--- src/rtl/pinbank_pkg.sv ---
package pinbank_pkg;

    localparam int LANE_MAX = 32;
    localparam int REGS_PER_BANK = 8;

    // Word offset of each register inside a bank; the order is the address map.
    typedef enum logic [2:0] {
        RG_OPEN   = 3'd0,  // open-drain enable
        RG_VALUE  = 3'd1,  // output value / pin readback
        RG_DIR    = 3'd2,  // 1 = input, 0 = output
        RG_POL    = 3'd3,  // polarity / edge select
        RG_ANY    = 3'd4,  // both-edge select
        RG_ENABLE = 3'd5,  // interrupt enable
        RG_LEVEL  = 3'd6,  // level select
        RG_FLAG   = 3'd7   // sticky flag, write 1 to clear
    } reg_idx_e;

endpackage

--- src/rtl/pinbank_sync.sv ---
module pinbank_sync #(
    parameter int W = 32
) (
    input  logic         clk,
    input  logic         rst_n,
    input  logic [W-1:0] raw,
    output logic [W-1:0] synced
);

    logic [W-1:0] meta_q;

    always_ff @(posedge clk or negedge rst_n) begin
        if (!rst_n) begin
            meta_q <= '0;
            synced <= '0;
        end else begin
            meta_q <= raw;
            synced <= meta_q;
        end
    end

endmodule

--- src/rtl/pinbank_detect.sv ---
module pinbank_detect #(
    parameter int W = 32
) (
    input  logic         clk,
    input  logic         rst_n,
    input  logic [W-1:0] lvl_now,
    input  logic [W-1:0] sel_level,
    input  logic [W-1:0] sel_pol,
    input  logic [W-1:0] sel_any,
    output logic [W-1:0] event_hit
);

    logic [W-1:0] prev_q;
    logic [W-1:0] rise;
    logic [W-1:0] fall;

    always_ff @(posedge clk or negedge rst_n) begin
        if (!rst_n) prev_q <= '0;
        else        prev_q <= lvl_now;
    end

    assign rise = lvl_now & ~prev_q;
    assign fall = ~lvl_now & prev_q;

    for (genvar i = 0; i < W; i++) begin : g_lane
        always_comb begin
            if (sel_level[i])
                event_hit[i] = ~(lvl_now[i] ^ sel_pol[i]);
            else if (sel_any[i])
                event_hit[i] = rise[i] | fall[i];
            else
                event_hit[i] = sel_pol[i] ? rise[i] : fall[i];
        end
    end

endmodule

--- src/rtl/pinbank_bank.sv ---
module pinbank_bank
    import pinbank_pkg::*;
#(
    parameter int LANES = 32
) (
    input  logic        clk,
    input  logic        rst_n,
    input  logic        wr_en,
    input  reg_idx_e    reg_sel,
    input  logic [31:0] wr_data,
    output logic [31:0] rd_data,
    input  logic [31:0] pin_sync,
    output logic [31:0] pin_out,
    output logic [31:0] pin_oe,
    output logic [31:0] flag_q,
    output logic [31:0] enable_q,
    output logic [31:0] dir_q,
    output logic [31:0] open_q,
    output logic [31:0] hit,
    output logic        pend
);

    localparam logic [31:0] LMASK = 32'((33'd1 << LANES) - 33'd1);

    logic [31:0] value_q, pol_q, any_q, level_q;
    logic [31:0] wmask, clr, raw_hit;

    assign wmask = wr_data & LMASK;

    always_ff @(posedge clk or negedge rst_n) begin
        if (!rst_n) begin
            open_q   <= '0;
            value_q  <= '0;
            dir_q    <= LMASK;
            pol_q    <= '0;
            any_q    <= '0;
            enable_q <= '0;
            level_q  <= '0;
        end else if (wr_en) begin
            unique case (reg_sel)
                RG_OPEN:   open_q   <= wmask;
                RG_VALUE:  value_q  <= wmask;
                RG_DIR:    dir_q    <= wmask;
                RG_POL:    pol_q    <= wmask;
                RG_ANY:    any_q    <= wmask;
                RG_ENABLE: enable_q <= wmask;
                RG_LEVEL:  level_q  <= wmask;
                RG_FLAG:   ;
            endcase
        end
    end

    pinbank_detect #(.W(32)) u_det (
        .clk       (clk),
        .rst_n     (rst_n),
        .lvl_now   (pin_sync),
        .sel_level (level_q),
        .sel_pol   (pol_q),
        .sel_any   (any_q),
        .event_hit (raw_hit)
    );

    assign hit = raw_hit & LMASK;
    assign clr = (wr_en && reg_sel == RG_FLAG) ? wr_data : '0;

    // Set beats clear: the hit term is ORed after the clear is applied.
    always_ff @(posedge clk or negedge rst_n) begin
        if (!rst_n) flag_q <= '0;
        else        flag_q <= ((flag_q & ~clr) | hit) & LMASK;
    end

    assign pend = |(flag_q & enable_q);

    // Pad drive: open-drain outputs only pull low.
    assign pin_oe  = ~dir_q & LMASK & ~(open_q & value_q);
    assign pin_out = ~dir_q & LMASK & ~open_q & value_q;

    always_comb begin
        unique case (reg_sel)
            RG_OPEN:   rd_data = open_q;
            RG_VALUE:  rd_data = ((dir_q & pin_sync) | (~dir_q & value_q)) & LMASK;
            RG_DIR:    rd_data = dir_q;
            RG_POL:    rd_data = pol_q;
            RG_ANY:    rd_data = any_q;
            RG_ENABLE: rd_data = enable_q;
            RG_LEVEL:  rd_data = level_q;
            RG_FLAG:   rd_data = flag_q;
        endcase
    end

endmodule

--- src/rtl/pinbank_ctrl.sv ---
module pinbank_ctrl
    import pinbank_pkg::*;
#(
    parameter int                        NUM_BANKS  = 2,
    parameter logic [NUM_BANKS*6-1:0]    BANK_LANES = {6'd20, 6'd32},
    parameter int                        BANK_BITS  = (NUM_BANKS > 1) ? $clog2(NUM_BANKS) : 1,
    parameter int                        ADDR_W     = BANK_BITS + 3
) (
    input  logic                      clk,
    input  logic                      rst_n,
    input  logic                      bus_we,
    input  logic [ADDR_W-1:0]         bus_addr,
    input  logic [31:0]               bus_wdata,
    output logic [31:0]               bus_rdata,
    input  logic [NUM_BANKS*32-1:0]   pad_in,
    output logic [NUM_BANKS*32-1:0]   pad_out,
    output logic [NUM_BANKS*32-1:0]   pad_oe,
    output logic                      irq
);

    localparam int PW = NUM_BANKS * LANE_MAX;

    logic [PW-1:0]        pin_sync;
    logic [PW-1:0]        flag_all, enable_all, dir_all, open_all, hit_all, lane_all;
    logic [NUM_BANKS-1:0] pend;
    logic [31:0]          rd_bank [NUM_BANKS];
    logic [BANK_BITS-1:0] bank_idx;
    reg_idx_e             reg_sel;

    assign bank_idx = bus_addr[ADDR_W-1:3];
    assign reg_sel  = reg_idx_e'(bus_addr[2:0]);

    pinbank_sync #(.W(PW)) u_sync (
        .clk    (clk),
        .rst_n  (rst_n),
        .raw    (pad_in),
        .synced (pin_sync)
    );

    for (genvar b = 0; b < NUM_BANKS; b++) begin : g_bank
        localparam int LN = int'(BANK_LANES[b*6 +: 6]);
        logic sel;
        assign sel = bus_we && (bank_idx == BANK_BITS'(b));
        assign lane_all[b*32 +: 32] = 32'((33'd1 << LN) - 33'd1);

        pinbank_bank #(.LANES(LN)) u_bank (
            .clk      (clk),
            .rst_n    (rst_n),
            .wr_en    (sel),
            .reg_sel  (reg_sel),
            .wr_data  (bus_wdata),
            .rd_data  (rd_bank[b]),
            .pin_sync (pin_sync[b*32 +: 32]),
            .pin_out  (pad_out[b*32 +: 32]),
            .pin_oe   (pad_oe[b*32 +: 32]),
            .flag_q   (flag_all[b*32 +: 32]),
            .enable_q (enable_all[b*32 +: 32]),
            .dir_q    (dir_all[b*32 +: 32]),
            .open_q   (open_all[b*32 +: 32]),
            .hit      (hit_all[b*32 +: 32]),
            .pend     (pend[b])
        );
    end

    always_comb begin
        bus_rdata = '0;
        for (int b = 0; b < NUM_BANKS; b++)
            if (bank_idx == BANK_BITS'(b)) bus_rdata = rd_bank[b];
    end

    assign irq = |pend;

endmodule

--- config.mk ---
export PLATFORM = sky130hd
export DESIGN_NAME = pinbank_ctrl
export DESIGN_NICKNAME = d
export VERILOG_FILES = /design/src/rtl/pinbank_pkg.sv /design/src/rtl/pinbank_sync.sv /design/src/rtl/pinbank_detect.sv /design/src/rtl/pinbank_bank.sv /design/src/rtl/pinbank_ctrl.sv
export SDC_FILE = /design/constraint.sdc
export NUM_CORES = 1
export LEC_CHECK = 0
export BUFFER_PORTS_ARGS = -buffer_cell sky130_fd_sc_hd__buf_2
export CAP_MARGIN = 20
export CORE_ASPECT_RATIO = 1.4
export CORE_MARGIN = 10
export CORE_UTILIZATION = 40
export DETAILED_ROUTE_END_ITERATION = 8
export PLACE_DENSITY_LB_ADDON = 0.3
export SKIP_LAST_GASP = 1
export SLEW_MARGIN = 20
export SYNTH_ARGS = -nofsm -noshare
export SYNTH_HDL_FRONTEND = slang
export SYNTH_SLANG_ARGS = --single-unit
--- constraint.sdc ---
create_clock -name clk -period 1.9 [get_ports clk]
set_input_delay 0.19 -clock clk [delete_from_list [all_inputs] [get_ports clk]]
set_output_delay 0.19 -clock clk [all_outputs]
set_load 0.01 [all_outputs]
======== Word level (Yosys, flattened, before mapping) ========
Cells that the tools add are included.
storage, ports and cells
  register bits ........................... 572
  bits of input ports ..................... 103
  output and inout bits ................... 161
  logic and storage cells ................. 401
operators by class
  equality and inequality tests ........... 7
  multiplexer cells ....................... 161
  bitwise gates (word level) .............. 193
  reductions and logical operators ........ 20
operator list
  kind                                                                    number
  32-bit one-hot mux with 8 select lines                                  2
  32-bit bitwise AND                                                      10
  32-bit inverter                                                         7
  1-bit 2-to-1 mux                                                        156
  20-bit bitwise AND                                                      7
  20-bit inverter                                                         4
  20-bit by 32-bit bitwise AND with 32-bit output                         2
  32-bit 2-to-1 mux                                                       2
  32-bit OR                                                               2
  64-bit OR reduction                                                     1
  1-bit inverter                                                          53
  1-bit OR                                                                52
  1-bit XOR                                                               52
  20-bit OR                                                               2
  32-bit by 20-bit bitwise AND with 32-bit output                         1
  20-bit inverter with 32-bit output                                      1
  2-bit AND reduction                                                     14
  20-bit 2-to-1 mux                                                       1
  3-bit equality test (second input constant)                             4
  3-bit by 2-bit equality test with 1-bit output (second input constant)  2
  1-bit logical AND                                                       4
  3-bit by 1-bit equality test with 1-bit output (second input constant)  1
  3-bit logical NOT                                                       1

======== Depth between registers and ports, before layout ========
Gate-level depths: netlist of run 1.
  depth in word-level cells ............... 7
  depth in mapped cells ................... 9
  mapped depth without buffers ............ 6

======== Modules after synthesis ========
Synthesis of run 1 repeated with hierarchy kept, for this count alone.
unflattened totals
  cells, all modules ...................... 2737
  area, all modules ....................... 31163.6 um^2
by module, submodules not included
  module                            instances  cells an instance  area each (um^2)  seq. area each (um^2)
  pinbank_bank at g_bank[0].u_bank  1          1092               12603.3           6446.2
  pinbank_bank at g_bank[1].u_bank  1          774                8720.9            4028.9
  pinbank_detect                    2          352                3042.9            800.8
  pinbank_sync                      1          128                3203.1            3203.1
  pinbank_ctrl                      1          39                 550.5             0.0

======== Worst setup path after synthesis of run 1 ========
No wires, ideal clock.
  kind .................................... in2out
  start point ............................. input port bus_addr[2]
  end point ............................... output port bus_rdata[23]
  arrival time ............................ 1.529 ns
  data required time ...................... 1.710 ns
  path slack .............................. 0.181 ns
  stages .................................. 8
  buffers on the path ..................... 5
  cell sequence ........................... buf_4 buf_4 buf_6 buf_6 buf_2 o21ai_0 a21oi_1 o32ai_1
between the ends
  word-level cells in the longest chain between the ends .. 3
  elaborated cells on any way between the ends .. 10
  classes of those cells .................. eq/ne (7); mux (2); reduce/logical (1)
RTL lines
  element                                            line                RTL
  start: declaration                                 pinbank_ctrl.sv:12  input logic [ADDR_W-1:0] bus_addr,
  3-bit equality test, or another cell as far along  pinbank_bank.sv:79  unique case (reg_sel)
  32-bit one-hot mux with 8 select lines (*)         pinbank_bank.sv:79
  32-bit 2-to-1 mux (*)                              pinbank_ctrl.sv:68  if (bank_idx == BANK_BITS'(b)) bus_rdata = rd_bank[b];
  end: declaration                                   pinbank_ctrl.sv:14  output logic [31:0] bus_rdata,
Mark *: on every way between the ends. The rest lies on a longest branch, timed or not.

======== Worst setup path in the final report of run 1 ========
  start point ............................. register g_bank[1].u_bank.flag_q[15]
  end point ............................... output port irq
between the ends
  word-level cells in the longest chain between the ends .. 2
RTL lines
  element                   line                RTL
  start: declaration        pinbank_bank.sv:15  output logic [31:0] flag_q,
  start signal: assignment  pinbank_bank.sv:69  else flag_q <= ((flag_q & ~clr) | hit) & LMASK;
  20-bit bitwise AND        pinbank_bank.sv:72  assign pend = |(flag_q & enable_q);
  64-bit OR reduction       pinbank_ctrl.sv:71  assign irq = |pend;
  end: declaration          pinbank_ctrl.sv:18  output logic irq
No other way between the ends.

==> impl_metrics.tcl, run 1 <==
set metrics [dict create \
    final_layout_size_suffix_gt1_share_pct 37.0 \
    power.density_nw_per_um2 1060 \
    finalCritPeriodShare_pct 134 \
    max_freq_ghz 0.391 \
    ant_nets 0 \
    post-route-drc-count 0 \
    nets 3074 \
    path_class "reg2out" \
    rsz0062_at_grt "yes" \
    final_cell_mix "dfrtp_1, mux2_2, buf_2" \
    drv_slew 0 \
    synthArstFlopShare_pct 100 \
    report.power.total_mw 37.7 \
    max_cap_violations 0 \
    grt_max_degree 54 \
    outcome "complete, but fails checks" \
    worst_pin_slew_ns 0.621 \
    timing.hold.ws_ns 0.0373 \
    min-delay-start "bus_wdata[0]" \
    clock_latency_ns 0.64 \
    crit_fanout 2 \
    cts_buffers 56 \
    avgSynthCellArea_um2 11.8 \
    cts_tree "yes" \
    wl_per_cell_um 24.1 \
    worst-r2r-setup-slack_ns 0.25 \
    finalSetupTns_ns -12.27 \
    hold_path_class "in2reg" \
    num_vias 21515 \
    grt_first_pass_wirelength_um 140000 \
    cts_max_level 2 \
    drtPass1Iterations 7 \
    grt_pass1_vias 23085 \
    numPortBuffers 227 \
    swShare_pct 30.2 \
    grtUsageMet3_pct 3.66 \
    setup_viol_count_final 33 \
    drt_iter0_drc 1809 \
    r2r_start "u_sync.synced[46]$_DFF_PN0_" \
    cp.required_ns 1.71 \
    rows 114 \
    violations "negative setup slack" \
    clockBufferDepth 3 \
    synthCells 2379 \
    io_pins 264 \
    routabilityCongestion 0.888 \
    hpwlAfterDp_um 66300 \
    total_leakage_power_nw 15.7 \
    die_h_um 333 \
    arrival_ns 2.37 \
    clock_skew_ns 0.0209 \
    wl_um 92500 \
    met2_usage_pct 39.2 \
    combPwrFrac_pct 22.6 \
    clock_sinks 572 \
    critPathCaptureType "output pin" \
    antenna_found_initial 5 \
    fin_util_pct 51.3 \
    area_delta_synth_final_pct 26.9 \
    grt_use_met1_pct 26.2 \
    grt.busiest_layer "met2" \
    dieArea_um2 81000 \
    grt_overflow 0 \
    cts_root_buf "clkbuf_16" \
    layout_commonest_cell "dfrtp_1" \
    path_clk_slew_ns 0.06 \
    pwr-share-clk_pct 33.1 \
    grt_use_total_pct 22.3 \
    initial_core_util_pct 40.4 \
    ys.flop_type "dfrtp_1" \
    yosysSeqAreaShare_pct 51.4 \
    finalWorstSetupSlack_ns -0.655 \
    pwr-share-seq_pct 44.3 \
    ir_drop_mv 0.762 \
    syn_area_um2 28000 \
    finalHoldViolations 0 \
    core_um2 69200 \
    synth.distinct_cells 53 \
    diodes 0 \
    slew_headroom_pct 58.6 \
    via_per_inst 5.60 \
    start_kind "flop" \
    fin_crit_ns 2.56 \
    yosysWarnings 0 \
    intPower_mw 26.3 \
    p_switching_mw 11.4 \
    synth-edff-count 0 \
    crit_start "g_bank[1].u_bank.flag_q[15]$_DFF_PN0_" \
    die_x_um 243 \
    ys_ff_latch 572 \
]
## cells in the mapped netlist (7+ instances only)
cell type,instances,share of area [%]
o21ai_0,123,2.2
a211o_1,11,0.34
nand2b_1,11,0.25
a221o_1,53,1.9
o21a_1,25,0.67
a222oi_1,25,0.89
xnor2_1,52,1.6
o22ai_1,47,1.1
nor3b_1,34,0.91
a21oi_1,82,1.5
clkbuf_1,62,0.83
mux2i_1,75,2.7
buf_4,33,0.89
buf_2,52,0.93
mux2_1,19,0.77
o2bb2ai_1,11,0.34
dfrtp_1,520,47
nand3_1,7,0.13
dfstp_2,52,4.9
nor2_1,61,0.82
a22oi_1,44,1.2
a211oi_1,113,3.0
mux2_2,330,13
nor2b_1,83,1.9
nand2_1,147,2.0
a221oi_1,15,0.47
ha_1,104,4.7
inv_1,134,1.8
## power groups by stage
stage / registers, mW / clock network [mW] / logic [mW]
after CTS: 16.6 / 12.7 / 8.44
after floorplan: 16.1 / 0 / 4.70
after global routing: 17.0 / 13.2 / 9.24
after detailed placement: 16.9 / 0 / 7.59
after global placement: 16.8 / 0 / 7.38
final: 16.7 / 12.5 / 8.51
## worst max-delay path, stage by stage (launching register included)
cell and delay [ns]:
dfrtp_2 0.45, a22oi_1 0.27, nand4_1 0.27, nor4_4 0.38, buf_4 0.18, nand2_4 0.06, buf_6 0.14
## registers in the layout, summed over array words and instances (netlist names)
register and cells:
g_bank.u_bank.any_q 52, g_bank.u_bank.dir_q 52, g_bank.u_bank.enable_q 52, g_bank.u_bank.flag_q 52, g_bank.u_bank.level_q 52, g_bank.u_bank.open_q 52, g_bank.u_bank.pol_q 52, g_bank.u_bank.u_det.prev_q 52
g_bank.u_bank.value_q 52, u_sync.meta_q 52, u_sync.synced 52
## final cells by class
class                      count  area, um^2
multi-input combinational   1536       12900
fill                        6064       33700
inverter                     137         519
timing repair buffer         564        4420
sequential                   572       14400
clock inverter                30         424
tap                          928        1160
clock buffer                  75        1640
## kinds of logic after synthesis
kind of cell | synth area share (%)
other | 0.0134
multiplexers | 16.8
XOR/XNOR | 1.63
AO/OA/AOI/OAI | 14.3
adder cells (fa/ha/maj) | 4.65
AND/OR/NAND/NOR | 6.39
buffers and inverters | 4.79
flip-flops | 51.4
## metrics by stage
| step | instance area [um^2] | setup WS (ns) | instances |
|---|---|---|---|
| after detailed placement | 31700 | -0.487 | 3613 |
| after global routing | 35500 | -0.717 | 3842 |
| after global placement | 31700 | -0.430 | 3613 |
| after floorplan | 28000 | 0.181 | 2402 |
| final | 35500 | -0.655 | 3842 |
| after CTS | 35300 | -0.653 | 3838 |
## layer usage
metal	share of wire [%]	routed length, um	vias to the layer above
li1	-	-	9559
met1	39	36300	10987
met2	50	46600	748
met3	5.5	5100	215
met4	4.8	4430	6
met5	0.037	34	-
## path summary, 6_finish.rpt
kind	end	depth (start not counted)
worst max-delay path	irq	6
worst min-delay path	g_bank[1].u_bank.flag_q[0]$_DFF_PN0_	3
worst max register to register	g_bank[1].u_bank.flag_q[14]$_DFF_PN0_	6
worst min register to register	u_sync.synced[19]$_DFF_PN0_	0
max in group asynchronous	g_bank[0].u_bank.dir_q[6]$_DFFE_PN1P_	3
min in group asynchronous	u_sync.meta_q[10]$_DFF_PN0_	2
## timing repair
item | 4_1_cts | 5_1_grt
pin swaps | 89 | 33
setup endpoints to repair | 35 | 39
hold buffers | 84 | 0
hold endpoints to repair | 238 | 0
buffers inserted | 39 | 5
resized for setup | 103 | 28
No activity file was read; power rests on OpenSTA's default activity.
==> run 2, diff against run 1 <==
- RECOVER_POWER: default -> 50
- SYNTH_HIERARCHICAL: default -> 1
==> run 2 against run 1 <==
The run still ends with negative setup slack left. Cell area rose by 3.7%. Worst hold slack better by 0.016 ns. Critical path depth did not move. Register-to-register slack worse by 0.09 ns. Clock power about the same. Fmax down 5.4%. Cell count grew 5.9%. Area after synthesis increased by 3.6%. Count of clock-buffer cells in the layout grew 10. Sequential power about the same. Combinational power increased by 13%.
==> impl_metrics.tcl, run 2 <==
set metrics [dict create \
    syn_area_um2 29000 \
    intPower_mw 26.7 \
    fillCellCount 6340 \
    path_cells "mux2_4 -> mux4_2 -> nand2_2 -> nand2_2 -> mux2_4 -> buf_6" \
    synthCells 2521 \
    setup_viol_count_final 34 \
    drtPass1Iterations 5 \
    power.density_nw_per_um2 1040 \
    grt_use_total_pct 21.3 \
    cp.required_ns 1.71 \
    path_clk_slew_ns 0.06 \
    num_vias 21957 \
    clock_sinks 572 \
    rows 116 \
    pre_cts_ws_ns -0.337 \
    critical_path.max_stage_delay_ns 0.54 \
    post-route-drc-count 0 \
    worst_pin_slew_ns 1.29 \
    cts_root_buf "clkbuf_16" \
    seq_area_um2 14400 \
    via_per_inst 5.39 \
    fin_crit_ns 2.70 \
    pwr-share-clk_pct 31.8 \
    report.power.total_mw 38.4 \
    avgSynthCellArea_um2 11.5 \
    arrival_ns 2.51 \
    cts_buffers 58 \
    initial_core_util_pct 40.4 \
    antenna_found_initial 3 \
    hold_path_class "in2reg" \
    grt_max_degree 78 \
    rsz0062_at_grt "yes" \
    numPortBuffers 227 \
    timing.hold.ws_ns 0.0538 \
    start_kind "flop" \
    die_x_um 247 \
    dieArea_um2 83700 \
    grt_overflow 0 \
    die_h_um 338 \
    total_leakage_power_nw 16.8 \
    finalCritPeriodShare_pct 142 \
    multiInputGateArea_um2 13700 \
    ant_nets 0 \
    wl_um 90800 \
    finalHoldViolations 0 \
    cp_slowest_cell "dfstp_2" \
    grt_pass1_vias 23427 \
    core_um2 71700 \
    final_cell_mix "dfrtp_1, mux2_2, buf_4" \
    outcome "complete, but fails checks" \
    pwr-share-seq_pct 43.2 \
    combPwrFrac_pct 25.0 \
    swShare_pct 30.5 \
    routabilityCongestion 0.858 \
    clock_skew_ns 0.0153 \
    io_pins 264 \
    p_switching_mw 11.7 \
    wl_per_cell_um 22.3 \
    clockBufferDepth 3 \
    path_class "reg2out" \
    final_layout_size_suffix_gt1_share_pct 34.9 \
    drt_iter0_drc 1150 \
    diodes 0 \
    cts_tree "yes" \
    drv_slew 0 \
    cpLargestDelayFamily "multiplexers" \
    hpwlAfterDp_um 64800 \
    grt_first_pass_wirelength_um 140000 \
    max_cap_violations 0 \
    yosysWarnings 6 \
    nets 3284 \
    critPathCaptureType "output pin" \
    area_delta_synth_final_pct 27.0 \
    path_buf_inv 1 \
    cts_max_level 2 \
    slew_headroom_pct 13.7 \
    layout_commonest_cell "dfrtp_1" \
    ir_drop_mv 0.759 \
    max_freq_ghz 0.370 \
    clock_latency_ns 0.63 \
    crit_fanout 2 \
    fin_util_pct 51.3 \
    violations "negative setup slack" \
    finalWorstSetupSlack_ns -0.800 \
]
run 2: power by group through the flow:
stage / combinational (mW) / sequential, mW / clock (mW)
finish: 9.62 / 16.6 / 12.2
floorplan: 5.26 / 16.1 / 0
CTS: 9.59 / 16.5 / 12.5
global placement: 8.47 / 16.6 / 0
global route: 10.5 / 16.9 / 12.9
detailed placement: 8.68 / 16.8 / 0
run 2: worst paths after layout:
path / from / end / slack (ns) / cells past startpoint
min in group asynchronous: rst_n / u_sync/meta_q[25]$_DFF_PN0_ / 0.39 / 2
max in group asynchronous: rst_n / g_bank[0].u_bank/dir_q[8]$_DFFE_PN1P_ / -0.01 / 4
worst min register to register: u_sync/meta_q[11]$_DFF_PN0_ / u_sync/synced[11]$_DFF_PN0_ / 0.33 / 0
worst min-delay path: bus_wdata[9] / g_bank[0].u_bank/any_q[9]$_DFFE_PN0P_ / 0.05 / 3
worst max register to register: u_sync/synced[40]$_DFF_PN0_ / g_bank[1].u_bank/flag_q[8]$_DFF_PN0_ / 0.16 / 7
worst max-delay path: g_bank[0].u_bank/dir_q[12]$_DFFE_PN1P_ / bus_rdata[12] / -0.80 / 6
run 2: through the flow:
stage               area [um^2]  instances  TNS, ns
floorplan                 29100       2556        0
global placement          33000       3844   -22.40
detailed placement        33000       3844   -25.44
CTS                       36700       4071   -17.94
global route              36800       4070   -50.22
finish                    36800       4070   -16.54
run 2: routing by layer:
| layer | up-vias | part of all wire, % | track usage [%] |
|---|---|---|---|
| met5 | - | 0.025 | 0 |
| met4 | 4 | 4.5 | 9.26 |
| met3 | 207 | 5.3 | 3.53 |
| met2 | 637 | 50 | 37.1 |
| met1 | 11198 | 40 | 25.4 |
| li1 | 9911 | - | - |
run 2: layout make-up:
class,count,share of cell area [%]
multi-input combinational,1688,37.3
timing repair buffer,616,13.4
clock inverter,24,0.782
tap,944,3.21
sequential,572,39.1
inverter,141,1.44
clock buffer,85,4.74
run 2: tightest hold or removal path: stages:
cell and delay [ns]:
buf_2 0.24, nand2_1 0.10, o21ai_0 0.06
run 2: repair_timing:
action / in CTS / in global routing
endpoints found under the setup margin: 41 / 44
pin swaps: 73 / 27
setup buffers: 47 / 2
hold endpoints to repair: 609 / 0
hold buffers: 84 / 0
resized for setup: 136 / 46
